[src/rtl/xfer_seq_pkg.sv]
package xfer_seq_pkg;

  typedef enum logic [1:0] {
    OP_READ   = 2'd0,
    OP_VERIFY = 2'd1,
    OP_WRITE  = 2'd2,
    OP_SCAN   = 2'd3
  } xferOp_e;

  typedef enum logic [1:0] {
    MA_CTL,
    MA_DATA,
    MA_WB_SECT,
    MA_WB_CNT
  } memSel_e;

  localparam int SECTS_PER_CYL = 48;
  localparam logic [5:0] HEAD0_LAST = 6'd23;
  localparam logic [5:0] HEAD1_FIRST = 6'd32;
  localparam logic [5:0] CYL_LAST = 6'd55;
  localparam logic [5:0] HEAD_GAP = HEAD1_FIRST - HEAD0_LAST - 6'd1;

  localparam logic [15:0] ERR_CYL_RD = 16'h0800;
  localparam logic [15:0] ERR_CYL_WR = 16'h0400;
  localparam logic [15:0] ERR_EOC    = 16'h0020;

  typedef struct packed {
    logic    launch;
    logic    ctlCapture;
    logic    secCapture;
    logic    memCapture;
    logic    cmpByte;
    logic    dataInc;
    logic    byteStep;
    logic    sectClose;
    logic    sectStep;
    logic    cylFault;
    logic    eocFault;
    memSel_e memSel;
  } seqStrobe_t;

  function automatic logic [5:0] physIndex(input logic [5:0] logical);
    return (logical > HEAD0_LAST) ? logical - HEAD_GAP : logical;
  endfunction

  function automatic logic [5:0] nextLogical(input logic [5:0] logical);
    return (logical == HEAD0_LAST) ? HEAD1_FIRST : logical + 6'd1;
  endfunction

endpackage

[src/rtl/xfer_seq_ctrl.sv]
module xfer_seq_ctrl
  import xfer_seq_pkg::*;
(
  input  logic       clk,
  input  logic       rstN,
  input  logic       start,
  input  xferOp_e    op,
  input  logic       memReady,
  input  logic       secReady,
  input  logic       fetchLast,
  input  logic       byteLast,
  input  logic       cylOk,
  input  logic       atCylEnd,
  input  logic       runDone,
  input  logic       scanHit,
  output seqStrobe_t stb,
  output logic       memValid,
  output logic       memWrite,
  output logic       secValid,
  output logic       secWrite,
  output logic       busy,
  output logic       done
);

  typedef enum logic [3:0] {
    ST_IDLE, ST_FETCH, ST_CHECK, ST_SRD, ST_MRD, ST_MWR,
    ST_SWR, ST_CLOSE, ST_WBS, ST_WBC, ST_DONE
  } seqState_e;

  seqState_e state, stateNxt;

  always_ff @(posedge clk or negedge rstN) begin
    if (!rstN) state <= ST_IDLE;
    else       state <= stateNxt;
  end

  // state to enter after the last handshake of one byte
  seqState_e byteNext;
  always_comb begin
    if (byteLast)             byteNext = ST_CLOSE;
    else if (op == OP_WRITE)  byteNext = ST_MRD;
    else                      byteNext = ST_SRD;
  end

  always_comb begin
    stb        = '0;
    stb.memSel = MA_CTL;
    stateNxt   = state;
    memValid   = 1'b0;
    memWrite   = 1'b0;
    secValid   = 1'b0;
    secWrite   = 1'b0;
    done       = 1'b0;
    case (state)
      ST_IDLE: begin
        if (start) begin
          stb.launch = 1'b1;
          stateNxt   = ST_FETCH;
        end
      end
      ST_FETCH: begin
        memValid = 1'b1;
        if (memReady) begin
          stb.ctlCapture = 1'b1;
          if (fetchLast) stateNxt = ST_CHECK;
        end
      end
      ST_CHECK: begin
        if (!cylOk) begin
          stb.cylFault = 1'b1;
          stateNxt     = ST_WBS;
        end else begin
          stateNxt = (op == OP_WRITE) ? ST_MRD : ST_SRD;
        end
      end
      ST_SRD: begin
        secValid = 1'b1;
        if (secReady) begin
          stb.secCapture = 1'b1;
          if (op == OP_READ)      stateNxt = ST_MWR;
          else if (op == OP_SCAN) stateNxt = ST_MRD;
          else begin
            stb.byteStep = 1'b1;
            stateNxt     = byteNext;
          end
        end
      end
      ST_MRD: begin
        memValid   = 1'b1;
        stb.memSel = MA_DATA;
        if (memReady) begin
          stb.dataInc = 1'b1;
          if (op == OP_WRITE) begin
            stb.memCapture = 1'b1;
            stateNxt       = ST_SWR;
          end else begin
            stb.cmpByte  = 1'b1;
            stb.byteStep = 1'b1;
            stateNxt     = byteNext;
          end
        end
      end
      ST_MWR: begin
        memValid   = 1'b1;
        memWrite   = 1'b1;
        stb.memSel = MA_DATA;
        if (memReady) begin
          stb.dataInc  = 1'b1;
          stb.byteStep = 1'b1;
          stateNxt     = byteNext;
        end
      end
      ST_SWR: begin
        secValid = 1'b1;
        secWrite = 1'b1;
        if (secReady) begin
          stb.byteStep = 1'b1;
          stateNxt     = byteNext;
        end
      end
      ST_CLOSE: begin
        stb.sectClose = 1'b1;
        if ((op == OP_SCAN && scanHit) || runDone) begin
          stateNxt = ST_WBS;
        end else if (atCylEnd) begin
          stb.eocFault = 1'b1;
          stateNxt     = ST_WBS;
        end else begin
          stb.sectStep = 1'b1;
          stateNxt     = ST_CHECK;
        end
      end
      ST_WBS: begin
        memValid   = 1'b1;
        memWrite   = 1'b1;
        stb.memSel = MA_WB_SECT;
        if (memReady) stateNxt = ST_WBC;
      end
      ST_WBC: begin
        memValid   = 1'b1;
        memWrite   = 1'b1;
        stb.memSel = MA_WB_CNT;
        if (memReady) stateNxt = ST_DONE;
      end
      ST_DONE: begin
        done     = 1'b1;
        stateNxt = ST_IDLE;
      end
      default: stateNxt = ST_IDLE;
    endcase
  end

  assign busy = (state != ST_IDLE);

endmodule

[src/rtl/xfer_seq_dpath.sv]
module xfer_seq_dpath
  import xfer_seq_pkg::*;
#(
  parameter int SECT_BYTES = 256,
  parameter int SEC_AW     = 22
) (
  input  logic              clk,
  input  logic              rstN,
  input  seqStrobe_t        stb,
  input  logic [1:0]        opSel,
  input  logic [1:0]        scanCond,
  input  logic [15:0]       ctlAddr,
  input  logic [15:0]       dataAddrIn,
  input  logic [7:0]        armCyl,
  input  logic [7:0]        memRdata,
  input  logic [7:0]        secRdata,
  output xferOp_e           op,
  output logic [15:0]       memAddr,
  output logic [7:0]        memWdata,
  output logic [SEC_AW-1:0] secAddr,
  output logic [7:0]        secWdata,
  output logic              fetchLast,
  output logic              byteLast,
  output logic              cylOk,
  output logic              atCylEnd,
  output logic              runDone,
  output logic              scanHit,
  output logic [15:0]       errFlags,
  output logic              found,
  output logic [15:0]       dataAddr
);

  localparam int BYTE_W    = $clog2(SECT_BYTES);
  localparam int CYL_BYTES = SECTS_PER_CYL * SECT_BYTES;

  logic [1:0]        condReg;
  logic [15:0]       ctlBase;
  logic [7:0]        cylReq;
  logic [7:0]        countReg;
  logic [7:0]        doneCnt;
  logic [5:0]        sectCur;
  logic [5:0]        lastSect;
  logic [1:0]        fetchIdx;
  logic [BYTE_W-1:0] byteIdx;
  logic [7:0]        holdByte;
  logic [1:0]        cmpRes;

  always_ff @(posedge clk or negedge rstN) begin
    if (!rstN) begin
      op       <= OP_READ;
      condReg  <= '0;
      ctlBase  <= '0;
      dataAddr <= '0;
      cylReq   <= '0;
      countReg <= '0;
      doneCnt  <= '0;
      sectCur  <= '0;
      lastSect <= '0;
      fetchIdx <= '0;
      byteIdx  <= '0;
      holdByte <= '0;
      cmpRes   <= '0;
      errFlags <= '0;
      found    <= 1'b0;
    end else begin
      if (stb.launch) begin
        op       <= xferOp_e'(opSel);
        condReg  <= scanCond;
        ctlBase  <= ctlAddr;
        dataAddr <= dataAddrIn;
        doneCnt  <= '0;
        fetchIdx <= '0;
        byteIdx  <= '0;
        cmpRes   <= '0;
        errFlags <= '0;
        found    <= 1'b0;
      end
      if (stb.ctlCapture) begin
        fetchIdx <= fetchIdx + 2'd1;
        case (fetchIdx)
          2'd0:    cylReq <= memRdata;
          2'd1: begin
            sectCur  <= memRdata[7:2];
            lastSect <= memRdata[7:2];
          end
          default: countReg <= memRdata;
        endcase
      end
      if (stb.secCapture) holdByte <= secRdata;
      if (stb.memCapture) holdByte <= memRdata;
      if (stb.cmpByte && cmpRes == 2'd0) begin
        if (holdByte < memRdata)      cmpRes <= 2'd1;
        else if (holdByte > memRdata) cmpRes <= 2'd3;
      end
      if (stb.dataInc)  dataAddr <= dataAddr + 16'd1;
      if (stb.byteStep) byteIdx  <= byteIdx + 1'b1;
      if (stb.sectClose) begin
        doneCnt  <= doneCnt + 8'd1;
        lastSect <= sectCur;
        if (op == OP_SCAN && cmpRes == 2'd0) found <= 1'b1;
      end
      if (stb.sectStep) begin
        sectCur <= nextLogical(sectCur);
        cmpRes  <= '0;
      end
      if (stb.cylFault) errFlags <= errFlags | ((op == OP_WRITE) ? ERR_CYL_WR : ERR_CYL_RD);
      if (stb.eocFault) errFlags <= errFlags | ERR_EOC;
    end
  end

  always_comb begin
    case (stb.memSel)
      MA_CTL:     memAddr = ctlBase + 16'd1 + 16'(fetchIdx);
      MA_DATA:    memAddr = dataAddr;
      MA_WB_SECT: memAddr = ctlBase + 16'd2;
      default:    memAddr = ctlBase + 16'd3;
    endcase
    case (stb.memSel)
      MA_WB_SECT: memWdata = {lastSect, 2'b00};
      MA_WB_CNT:  memWdata = countReg - doneCnt;
      default:    memWdata = holdByte;
    endcase
  end

  logic [SEC_AW-1:0] cylBase, sectBase;
  assign cylBase  = SEC_AW'(armCyl) * SEC_AW'(CYL_BYTES);
  assign sectBase = SEC_AW'(physIndex(sectCur)) * SEC_AW'(SECT_BYTES);
  assign secAddr  = cylBase + sectBase + SEC_AW'(byteIdx);
  assign secWdata = holdByte;

  assign fetchLast = (fetchIdx == 2'd2);
  assign byteLast  = (byteIdx == BYTE_W'(SECT_BYTES - 1));
  assign cylOk     = (cylReq == armCyl);
  assign atCylEnd  = (sectCur == CYL_LAST);
  assign runDone   = (doneCnt == countReg);
  assign scanHit   = (cmpRes == condReg);

endmodule

[src/rtl/xfer_seq.sv]
module xfer_seq
  import xfer_seq_pkg::*;
#(
  parameter int SECT_BYTES = 256,
  localparam int SEC_AW = $clog2(SECT_BYTES * SECTS_PER_CYL * 256)
) (
  input  logic              clk,
  input  logic              rstN,
  input  logic              start,
  input  logic [1:0]        opSel,
  input  logic [1:0]        scanCond,
  input  logic [15:0]       ctlAddr,
  input  logic [15:0]       dataAddrIn,
  input  logic [7:0]        armCyl,
  output logic              memValid,
  output logic              memWrite,
  output logic [15:0]       memAddr,
  output logic [7:0]        memWdata,
  input  logic              memReady,
  input  logic [7:0]        memRdata,
  output logic              secValid,
  output logic              secWrite,
  output logic [SEC_AW-1:0] secAddr,
  output logic [7:0]        secWdata,
  input  logic              secReady,
  input  logic [7:0]        secRdata,
  output logic              busy,
  output logic              done,
  output logic [15:0]       errFlags,
  output logic              found,
  output logic [15:0]       dataAddr
);

  seqStrobe_t stb;
  xferOp_e    op;
  logic fetchLast, byteLast, cylOk, atCylEnd, runDone, scanHit;

  xfer_seq_ctrl uCtrl (
    .clk(clk), .rstN(rstN), .start(start), .op(op),
    .memReady(memReady), .secReady(secReady),
    .fetchLast(fetchLast), .byteLast(byteLast), .cylOk(cylOk),
    .atCylEnd(atCylEnd), .runDone(runDone), .scanHit(scanHit),
    .stb(stb), .memValid(memValid), .memWrite(memWrite),
    .secValid(secValid), .secWrite(secWrite), .busy(busy), .done(done)
  );

  xfer_seq_dpath #(.SECT_BYTES(SECT_BYTES), .SEC_AW(SEC_AW)) uDpath (
    .clk(clk), .rstN(rstN), .stb(stb),
    .opSel(opSel), .scanCond(scanCond), .ctlAddr(ctlAddr),
    .dataAddrIn(dataAddrIn), .armCyl(armCyl),
    .memRdata(memRdata), .secRdata(secRdata), .op(op),
    .memAddr(memAddr), .memWdata(memWdata),
    .secAddr(secAddr), .secWdata(secWdata),
    .fetchLast(fetchLast), .byteLast(byteLast), .cylOk(cylOk),
    .atCylEnd(atCylEnd), .runDone(runDone), .scanHit(scanHit),
    .errFlags(errFlags), .found(found), .dataAddr(dataAddr)
  );

endmodule

[config.mk]
export PLATFORM = sky130hd
export DESIGN_NAME = xfer_seq
export DESIGN_NICKNAME = d
export VERILOG_FILES = /design/src/rtl/xfer_seq_pkg.sv /design/src/rtl/xfer_seq_ctrl.sv /design/src/rtl/xfer_seq_dpath.sv /design/src/rtl/xfer_seq.sv
export SDC_FILE = /design/constraint.sdc
export NUM_CORES = 1
export LEC_CHECK = 0
export ABC_CLOCK_PERIOD_IN_PS = 7700
export BUFFER_PORTS_ARGS = -buffer_cell sky130_fd_sc_hd__clkbuf_2
export CAP_MARGIN = 0
export CORE_MARGIN = 2
export CORE_UTILIZATION = 47
export DETAILED_ROUTE_END_ITERATION = 6
export GPL_TIMING_DRIVEN = 0
export MAX_ROUTING_LAYER = met4
export PLACE_DENSITY = 0.7
export SYNTH_ARGS = -nofsm -noshare
export SYNTH_HDL_FRONTEND = slang
export SYNTH_SLANG_ARGS = --single-unit
[constraint.sdc]
create_clock -name clk -period 7.7 [get_ports clk]
set_input_delay 1.54 -clock clk [delete_from_list [all_inputs] [get_ports clk]]
set_output_delay 1.54 -clock clk [all_outputs]
set_load 0.01 [all_outputs]
==> results.tsv <==
stage	metric	value	unit
global_route	vias in the first global route	6734	
yosys	Synth cell types	70	
critical_path	cells along the critical path	clkbuf_2, ha_1, inv_1, fa_1, nand2b_1, a21oi_1, xor2_1, and4_4, a31oi_1, a221o_1, a211o_1, clkbuf_2	
clocking	CTS tree	yes	
detailed_routing	Met3 Wirelength	1790	um
critical_path	cell mode on critical path	clkbuf_2	
critical_path	Worst path slowest cell	fa_1	
detailed_routing	initial DRC count	746	
yosys	YS warnings	0	
yosys	Post-synth EDFFs	0	
floorplanning	DIE WIDTH	131	um
yosys	Synth Area in Simple Gates	0.235	
floorplanning	core area	15800	um^2
clocking	CTS Hold Bufs	0	
floorplanning	number of cell rows	46	
clocking	Sink Count	105	
detailed_routing	routed len/inst	17.6	um
cells_and_area	Area Overhead vs Synth	17.8	%
detailed_routing	Via density	5.66	
floorplanning	Boundary Pins	158	
global_route	largest net degree at the start of global routing	106	
power	Pwr per Cell Area	380	nW/um^2
yosys	Yosys top cell by area	dfrtp_1	
sta	Fin. Hold Viols	0	
sta	setup_tns	0	ns
detailed_routing	DR WL met2	10400	um
detailed_routing	ANT nets after route	0	
yosys	Synth top area share	0.347	
sta	setup violators final	0	
critical_path	Crit Path Max Fanout	4	
sta	pin slew with the least headroom to its limit	0.858	ns
global_route	GRT Resource Usage Total	0.281	
global_route	grt ovf	0	
cells_and_area	Final Cell Area	8930	um^2
status	status	complete, no violations	
detailed_routing	total number of vias	7532	
place	PortBufs	149	
yosys	post-synthesis adder-cell area fraction	0.0799	
sta	Final Critical Period	5.56	ns
yosys	post-synthesis xor/xnor area fraction	0.0647	
critical_path	slowest stage delay, CP	0.40	ns
detailed_routing	drt drc	0	
sta	crit share post-route	0.722	
clocking	number of CTS-inserted buffers	9	
place	gpl congestion	0.958	
sta	skew final	0.00788	ns
critical_path	Worst setup EP type	output port	
yosys	post-synthesis compound-gate area fraction	0.196	
yosys	Synth area leaders	dfrtp_1 35%, nand2_1 7.5%, ha_1 6.9%	
clocking	H-tree depth	3	
critical_path	WS Path Type	in2out	
yosys	Avg Inst Size Synth	8.05	um^2
global_route	first-pass GRT wire length	36100	um
floorplanning	Die Y	131	um
place	Cell Area, Placed	8630	um^2
clocking	CTS clk-pin slew, worst paths	0.07	ns
yosys	synthesized area	7580	um^2
yosys	mux contribution to synthesized area	0.0203	
critical_path	Setup crit start kind	primary input	
flow_run	Max Cap Violations	0	
global_route	initial antenna violation count	0	
yosys	sequential-to-total area share from yosys stat	0.347	
clocking	clk buf depth	2	
detailed_routing	first drt pass iteration count	5	
detailed_routing	wl on met1	10700	um
power	Leak	4.27	nW
detailed_routing	overall routed net length	23400	um
yosys	Post-Syn Instances	942	
power	Max VDD drop	149	uV
sta	RSZ-0062 raised after global routing	no	
cells_and_area	Layout Nets	1220	
sta	relative slew slack	0.428	
yosys	main combinational cell family by area after synthesis	simple AND/OR/NAND/NOR gates	
detailed_routing	Max Used Layer	met4	
yosys	ys flop type	dfrtp_1	
yosys	Seq cells post-synth	105	
critical_path	worst path arrival time	4.02	ns
clocking	Worst-Skew Late Latency	0.36	ns
clocking	Root Buffer	clkbuf_16	
floorplanning	starting density of the core	0.479	
place	dpl hpwl	17500	um
sta	fmax	0.180	GHz
clocking	cts repair resizes	0	
floorplanning	die area	17200	um^2
yosys	Synth top cells by count	151 x nand2_1, 105 x dfrtp_1, 89 x nor2_1	
cells_and_area	Inserted Diodes	0	
cells_and_area	share of cells above drive strength 1	0.176	
power	Design Power	3.39	mW
yosys	most frequent cell after synthesis	nand2_1	
clocking	Post-CTS Setup Bufs	0	
sta	Final Max Tran Viols	0	
critical_path	CP Data Required Time	6.16	ns
min_path	Hold Path Class	reg2reg	
yosys	FFs w/ async S/R, synth	1.00	
-- placed cells by master (no fill, tap or decap), types with 8 or more instances in the layout --
cell type    n
xor2_1      33
mux2i_1     12
nand3_1     38
clkbuf_1    40
nor3_1      15
buf_4       11
o21ai_0     81
inv_1       44
dfrtp_1    105
ha_1        42
nand2_1    151
a21oi_1     50
conb_1       8
nand4_1     12
and3_1      13
o211ai_1     8
clkbuf_2   148
o22ai_1     10
xnor2_1     23
clkbuf_16    9
and2_1      13
nor2_1      89
a211oi_1     8
nand2b_1    11
nor2b_1      8
-- final timing paths --
kind,startpoint,to,slack [ns],depth (start not counted)
max in group asynchronous,rstN,uDpath.ctlBase[4]$_DFFE_PN0P_,5.84,1
min in group asynchronous,rstN,uDpath.secWdata[1]$_DFFE_PN0P_,1.28,1
min reg2reg,uDpath.errFlags[0]$_DFFE_PN0P_,uDpath.errFlags[0]$_DFFE_PN0P_,0.49,1
max reg2reg,uCtrl.state[1]$_DFFE_PN0P_,uDpath.secWdata[5]$_DFFE_PN0P_,4.92,7
max,armCyl[1],secAddr[21],2.14,12
min,uDpath.errFlags[0]$_DFFE_PN0P_,uDpath.errFlags[0]$_DFFE_PN0P_,0.49,1
-- per-stage QoR --
stage | setup WS, ns | hold WS [ns] | std cells | util
6_report | 2.14 | 0.486 | 1330 | 0.564
5_1_grt | 2.00 | 0.500 | 1330 | 0.564
4_1_cts | 2.13 | 0.492 | 1330 | 0.564
3_5_place_dp | 2.14 | 0.470 | 1314 | 0.545
3_3_place_gp | 2.18 | 0.467 | 1314 | 0.545
2_1_floorplan | 2.56 | 0.454 | 949 | -
-- per-layer routing --
metal	global-route usage	vias up
li1	-	3648
met1	0.405	3547
met2	0.407	303
met3	0.0432	34
met4	0.0876	0
met5	-	-
-- area by class of cell --
type,instances,area (um^2)
plain buffers,59,270
clock buffers,12,246
clock inverters,4,51.3
fillers,1493,6900
inverters,44,165
multi-input cells,741,4540
flip-flops and latches,105,2630
well taps,216,270
repair buffers,149,754
-- sequential cells by signal, indices dropped and copies added, names as in the netlist, 4 cells and up --
| name | count |
|---|---|
| uDpath.ctlBase | 16 |
| uDpath.dataAddr | 16 |
| uDpath.byteIdx | 8 |
| uDpath.countReg | 8 |
| uDpath.cylReq | 8 |
| uDpath.doneCnt | 8 |
| uDpath.errFlags | 8 |
| uDpath.secWdata | 8 |
| uDpath.lastSect | 6 |
| uDpath.sectCur | 6 |
| uCtrl.state | 4 |
-- worst max-delay path: cells and delay by family --
family	cells	cell delay, ns
XOR/XNOR	1	0.27
adder cells (fa/ha/maj)	2	0.59
AO/OA/AOI/OAI	4	0.83
AND/OR/NAND/NOR	2	0.47
buffers and inverters	3	0.31
-- power breakdown --
group / internal [mW] / switching (mW)
clock: 0.263 / 0.223
sequential: 0.754 / 0.234
combinational: 0.742 / 1.17
total: 1.76 / 1.63
-- cells by family after synthesis --
group | Yosys count
compound gates | 232
xor+xnor | 56
fa+ha+maj | 46
buf+inv | 103
flops | 105
mux | 15
other cells | 1
simple gates | 384
(Power assumes the default switching activity.)
